==> src/rtl/icr_pkg.sv <==
package icr_pkg;

    typedef enum logic [2:0] {
        REG_CTL    = 3'd0,
        REG_CAUSE  = 3'd1,
        REG_MCAUSE = 3'd2,
        REG_CSET   = 3'd3,
        REG_MVAL   = 3'd4,
        REG_MSET   = 3'd5,
        REG_MCLR   = 3'd6,
        REG_NONE   = 3'd7
    } icr_reg_e;

    localparam int REG_USED = 7;

endpackage

==> src/rtl/icr_decode.sv <==
module icr_decode
    import icr_pkg::*;
#(
    parameter int ADDR_W = 5
) (
    input  logic              bus_valid,
    input  logic              bus_write,
    input  logic [ADDR_W-1:0] bus_addr,
    output logic [REG_USED-1:0] wr_sel,
    output logic              rd_en,
    output icr_reg_e          rd_idx
);

    logic     hit;
    logic     upper_ok;
    icr_reg_e idx;

    generate
        if (ADDR_W > 5) begin : g_upper
            assign upper_ok = (bus_addr[ADDR_W-1:5] == '0);
        end else begin : g_exact
            assign upper_ok = 1'b1;
        end
    endgenerate

    assign idx    = icr_reg_e'(bus_addr[4:2]);
    assign hit    = upper_ok && (bus_addr[1:0] == 2'b00);
    assign rd_en  = bus_valid && !bus_write;
    assign rd_idx = hit ? idx : REG_NONE;

    generate
        for (genvar i = 0; i < REG_USED; i++) begin : g_wsel
            assign wr_sel[i] = bus_valid && bus_write && hit && (idx == icr_reg_e'(i));
        end
    endgenerate

endmodule

==> src/rtl/icr_cause.sv <==
module icr_cause #(
    parameter int W = 32
) (
    input  logic         clk,
    input  logic         rst_n,
    input  logic [W-1:0] evt_in,
    input  logic         cset_wr,
    input  logic         cause_wr,
    input  logic         mcause_wr,
    input  logic         cause_rd,
    input  logic         mcause_rd,
    input  logic [W-1:0] wdata,
    input  logic [W-1:0] clr_on_read,
    input  logic [W-1:0] mask,
    output logic [W-1:0] cause_q
);

    logic [W-1:0] set_vec;
    logic [W-1:0] w1c_vec;
    logic [W-1:0] cor_vec;
    logic [W-1:0] cause_d;

    always_comb begin
        set_vec = evt_in | (cset_wr ? wdata : '0);
        w1c_vec = ((cause_wr || mcause_wr) ? wdata : '0) & ~clr_on_read;
        cor_vec = clr_on_read &
                  ((cause_rd  ? cause_q           : '0) |
                   (mcause_rd ? (cause_q & ~mask) : '0));
        // a set in the same cycle overrides any clear
        cause_d = (cause_q & ~(w1c_vec | cor_vec)) | set_vec;
    end

    always_ff @(posedge clk) begin
        if (!rst_n) cause_q <= '0;
        else        cause_q <= cause_d;
    end

endmodule

==> src/rtl/icr_mask.sv <==
module icr_mask #(
    parameter int W = 32
) (
    input  logic         clk,
    input  logic         rst_n,
    input  logic         mval_wr,
    input  logic         mset_wr,
    input  logic         mclr_wr,
    input  logic [W-1:0] wdata,
    output logic [W-1:0] mask_q
);

    always_ff @(posedge clk) begin
        if (!rst_n)       mask_q <= '1;
        else if (mval_wr) mask_q <= wdata;
        else if (mset_wr) mask_q <= mask_q | wdata;
        else if (mclr_wr) mask_q <= mask_q & ~wdata;
    end

endmodule

==> src/rtl/icr_bank.sv <==
module icr_bank
    import icr_pkg::*;
#(
    parameter int W      = 32,
    parameter int ADDR_W = 5
) (
    input  logic              clk,
    input  logic              rst_n,
    input  logic              bus_valid,
    input  logic              bus_write,
    input  logic [ADDR_W-1:0] bus_addr,
    input  logic [W-1:0]      bus_wdata,
    output logic [W-1:0]      bus_rdata,
    input  logic [W-1:0]      evt_in,
    output logic              irq
);

    logic [REG_USED-1:0] wr_sel;
    logic                rd_en;
    icr_reg_e            rd_idx;
    logic [W-1:0]        ctl_q;
    logic [W-1:0]        cause_q;
    logic [W-1:0]        mask_q;
    logic [W-1:0]        rd_mux;
    logic [W-1:0]        rdata_q;
    logic                irq_q;

    icr_decode #(.ADDR_W(ADDR_W)) u_decode (
        .bus_valid (bus_valid),
        .bus_write (bus_write),
        .bus_addr  (bus_addr),
        .wr_sel    (wr_sel),
        .rd_en     (rd_en),
        .rd_idx    (rd_idx)
    );

    icr_cause #(.W(W)) u_cause (
        .clk         (clk),
        .rst_n       (rst_n),
        .evt_in      (evt_in),
        .cset_wr     (wr_sel[REG_CSET]),
        .cause_wr    (wr_sel[REG_CAUSE]),
        .mcause_wr   (wr_sel[REG_MCAUSE]),
        .cause_rd    (rd_en && (rd_idx == REG_CAUSE)),
        .mcause_rd   (rd_en && (rd_idx == REG_MCAUSE)),
        .wdata       (bus_wdata),
        .clr_on_read (ctl_q),
        .mask        (mask_q),
        .cause_q     (cause_q)
    );

    icr_mask #(.W(W)) u_mask (
        .clk     (clk),
        .rst_n   (rst_n),
        .mval_wr (wr_sel[REG_MVAL]),
        .mset_wr (wr_sel[REG_MSET]),
        .mclr_wr (wr_sel[REG_MCLR]),
        .wdata   (bus_wdata),
        .mask_q  (mask_q)
    );

    always_ff @(posedge clk) begin
        if (!rst_n)                 ctl_q <= '0;
        else if (wr_sel[REG_CTL])   ctl_q <= bus_wdata;
    end

    always_comb begin
        unique case (rd_idx)
            REG_CTL:    rd_mux = ctl_q;
            REG_CAUSE:  rd_mux = cause_q;
            REG_MCAUSE: rd_mux = cause_q & ~mask_q;
            REG_MVAL:   rd_mux = mask_q;
            REG_CSET,
            REG_MSET,
            REG_MCLR,
            REG_NONE:   rd_mux = '0;
        endcase
    end

    always_ff @(posedge clk) begin
        if (!rst_n) begin
            rdata_q <= '0;
            irq_q   <= 1'b0;
        end else begin
            if (rd_en) rdata_q <= rd_mux;
            irq_q <= |(cause_q & ~mask_q);
        end
    end

    assign bus_rdata = rdata_q;
    assign irq       = irq_q;

endmodule

==> config.mk <==
export PLATFORM = sky130hd
export DESIGN_NAME = icr_bank
export DESIGN_NICKNAME = d
export VERILOG_FILES = /design/src/rtl/icr_pkg.sv /design/src/rtl/icr_decode.sv /design/src/rtl/icr_cause.sv /design/src/rtl/icr_mask.sv /design/src/rtl/icr_bank.sv
export SDC_FILE = /design/constraint.sdc
export NUM_CORES = 1
export LEC_CHECK = 0
export CAP_MARGIN = 10
export CORE_MARGIN = 2
export CORE_UTILIZATION = 58
export DETAILED_ROUTE_END_ITERATION = 7
export MAX_ROUTING_LAYER = met4
export PLACE_DENSITY_LB_ADDON = 0.05
export SETUP_SLACK_MARGIN = 0.3
export SYNTH_ARGS = -nofsm -noshare
export SYNTH_HDL_FRONTEND = slang
export SYNTH_SLANG_ARGS = --single-unit
==> constraint.sdc <==
create_clock -name clk -period 3.6 [get_ports clk]
set_clock_uncertainty 0.1 [all_clocks]
set_input_delay 0.72 -clock clk [delete_from_list [all_inputs] [get_ports clk]]
set_output_delay 0.72 -clock clk [all_outputs]
set_load 0.03 [all_outputs]
==> metrics.cfg <==
[status]
status=finished, final reports clean

[power_and_ir_drop]
powerDensity_nw_per_um2=434.3
p_leak_nw=3.068
peakVddDrop_v=0.0006270

[placement]
gp_congestion=0.9439
numPortBuffers=105
dp_hpwl_um=14420
dp_worst_setup_slack_ns=0.4001
placed_area_sq_um=7816

[logic_synthesis]
ys_ff_latch=129
ys_warn_count=0
syn_nets=872
avgSynthCellArea_sq_um=8.394
yosys_most_used_dff=dfxtp_1
synthDistinctLibCells=31
syn_area_sq_um=6706
netlist_instances=799
synthArstFlopShare_pct=0
ys_seq_area_share_pct=38.51
synth_edf_count=0

[worst_setup_path]
arrival_ns=3.08
startpoint=bus_addr[3]
crit_path_end_kind=register
reg2reg_to=irq
rrSetupSlack_ns=2.13
setup.worst_path.class=input pin to register
r2r_cells=4
critPathMaxFanout=14
worstPathRequired_ns=3.78
start_kind=input pin
worstSetupEndpoint=ctl_q[25]

[timing]
grt_setup_unrepaired=false
hold_viol=0
tns_ns=0
layout_worst_path_cycle_share_pct=80.40
setup_ws_ns=0.7056
fmax_mhz=345.5
drv_slew=0
finalSetupViolations=0
worst_pin_slew_ns=1.027
maxSlewHeadroom_pct=31.19
period_needed_ns=2.894

[route]
drt_iter0_markers=838
final_antenna_net_count=0
via_per_inst=6.993
dr.pass1.iters=7
wirelength_um=22980
via_count=7168
drc=0
wire_per_inst_um=22.42

[global_routing]
antenna_found_initial=0
grt_max_degree=51
grtUsageTotal_pct=37.70
grt_pass1_wl_um=36460
overflow=0
grt_pass1_vias=7017

[clock_network]
cts.path.max_buffers=2
numCtsBuffers=17
tritoncts=yes
cts-resized-gates=0
cts.clk_slew.worst_paths_ns=0.05
post_cts_buffers=0
cts_sinks=129
htreeDepth=4
clockRootBuffer=clkbuf_16
clock_latency_ns=0.42
holdBufCountCts=0

[job]
cap_violations=0

[die]
rows=39
core_sq_um=11370
io_pins=106
die_w_um=111.5
die_h_um=111.5
start_util_pct=58.99
dieArea_sq_um=12440

[final_layout]
final_cell_area_sq_um=8361
layout-drive-gt1-share_pct=11.34
num_antenna_cells=0
area_growth_pct=24.66
num-nets-final=942

[hold_path]
min_path_type=register to register

final cells by class:
class                           count  area [sq um]
Clock inverter                      6         55.05
Clock buffer                       26         489.2
Fill cell                         869          3009
Timing Repair Buffer              136          1274
Sequential cell                   129          2582
Inverter                           35         132.6
Tap cell                          143         178.9
Multi-Input combinational cell    550          3649
where the power goes:
group / switching, mW / total, mW / internal [mW] / leakage (nW)
Combinational: 0.280 / 0.479 / 0.199 / 1.74
Clock: 0.605 / 1.60 / 0.998 / 0.272
Sequential: 0.0570 / 1.55 / 1.49 / 1.06
layer usage:
metal  global-route usage [%]  wire, um  share of wire, %
met1                    47.79      9167                40
met2                    58.86     10960                48
met3                    7.621      2193               9.5
met4                    16.13       659               2.9
met5                        -         0                 0
worst min-delay path by stage:
stage                   start         to  slack [ns]  cells after the start
CTS                  ctl_q[4]   ctl_q[4]        0.38                      2
floorplan            ctl_q[6]   ctl_q[6]        0.36                      2
global placement     ctl_q[1]   ctl_q[1]        0.37                      2
finish               ctl_q[4]   ctl_q[4]        0.39                      2
global route        ctl_q[11]  ctl_q[11]        0.40                      2
detailed placement   ctl_q[4]   ctl_q[4]        0.38                      2
through the flow:
stage	total power, mW	instances	util [%]	hold WS, ns
finish	3.631	1025	73.53	0.3851
global route	3.739	1025	73.53	0.4043
CTS	3.626	1025	73.53	0.3833
detailed placement	2.041	993	68.75	0.3774
global placement	2.029	993	68.75	0.3679
floorplan	1.810	799	-	0.3577
placed cells by master (no fill, tap or decap), types with 2 or more instances in the layout:
cell type        count
a21oi_1             62
clkbuf_1             6
dfxtp_1            129
a311oi_1            18
nand3_1              2
o221ai_1            14
nor3b_1             32
inv_1               33
nand2b_1            35
nor3_2              20
a221o_1             32
o22ai_1             18
nor3_1               2
o211ai_1            14
buf_4               31
o2111ai_1           64
o21ai_0             50
nand2_1             96
buf_2                2
clkinv_2             6
a22oi_1             48
nor2_1              15
clkbuf_8             3
clkbuf_16           17
and4_1               5
a21oi_2             16
clkdlybuf4s50_1    103
cell families after synthesis:
group | Yosys count | synth area share, %
DFF | 129 | 38.51
AOI/OAI and AO/OA | 338 | 36.64
and+or+nand+nor | 212 | 17.31
buffers and inverters | 120 | 7.537
critical path, cell delays in order:
cell	delay (ns)
clkdlybuf4s50_1	0.73
nor2_1	0.36
nand4_1	0.62
buf_4	0.46
nand2_1	0.10
a21oi_1	0.07
Yosys cell counts (15+ instances only):
library cell | instances | area (sq um)
dfxtp_1 | 129 | 2582
a221o_1 | 32 | 320.3
nor2_1 | 15 | 56.30
clkbuf_1 | 61 | 229.0
nor3_2 | 16 | 160.2
o21ai_0 | 50 | 250.2
a21oi_2 | 16 | 140.1
o2111ai_1 | 64 | 560.5
a311oi_1 | 18 | 157.7
o22ai_1 | 18 | 112.6
inv_1 | 34 | 127.6
nor3b_1 | 32 | 240.2
nand2_1 | 96 | 360.4
a21oi_1 | 62 | 310.3
nand2b_1 | 35 | 219.0
a22oi_1 | 48 | 360.4
No activity file was read; power rests on OpenSTA's default activity.
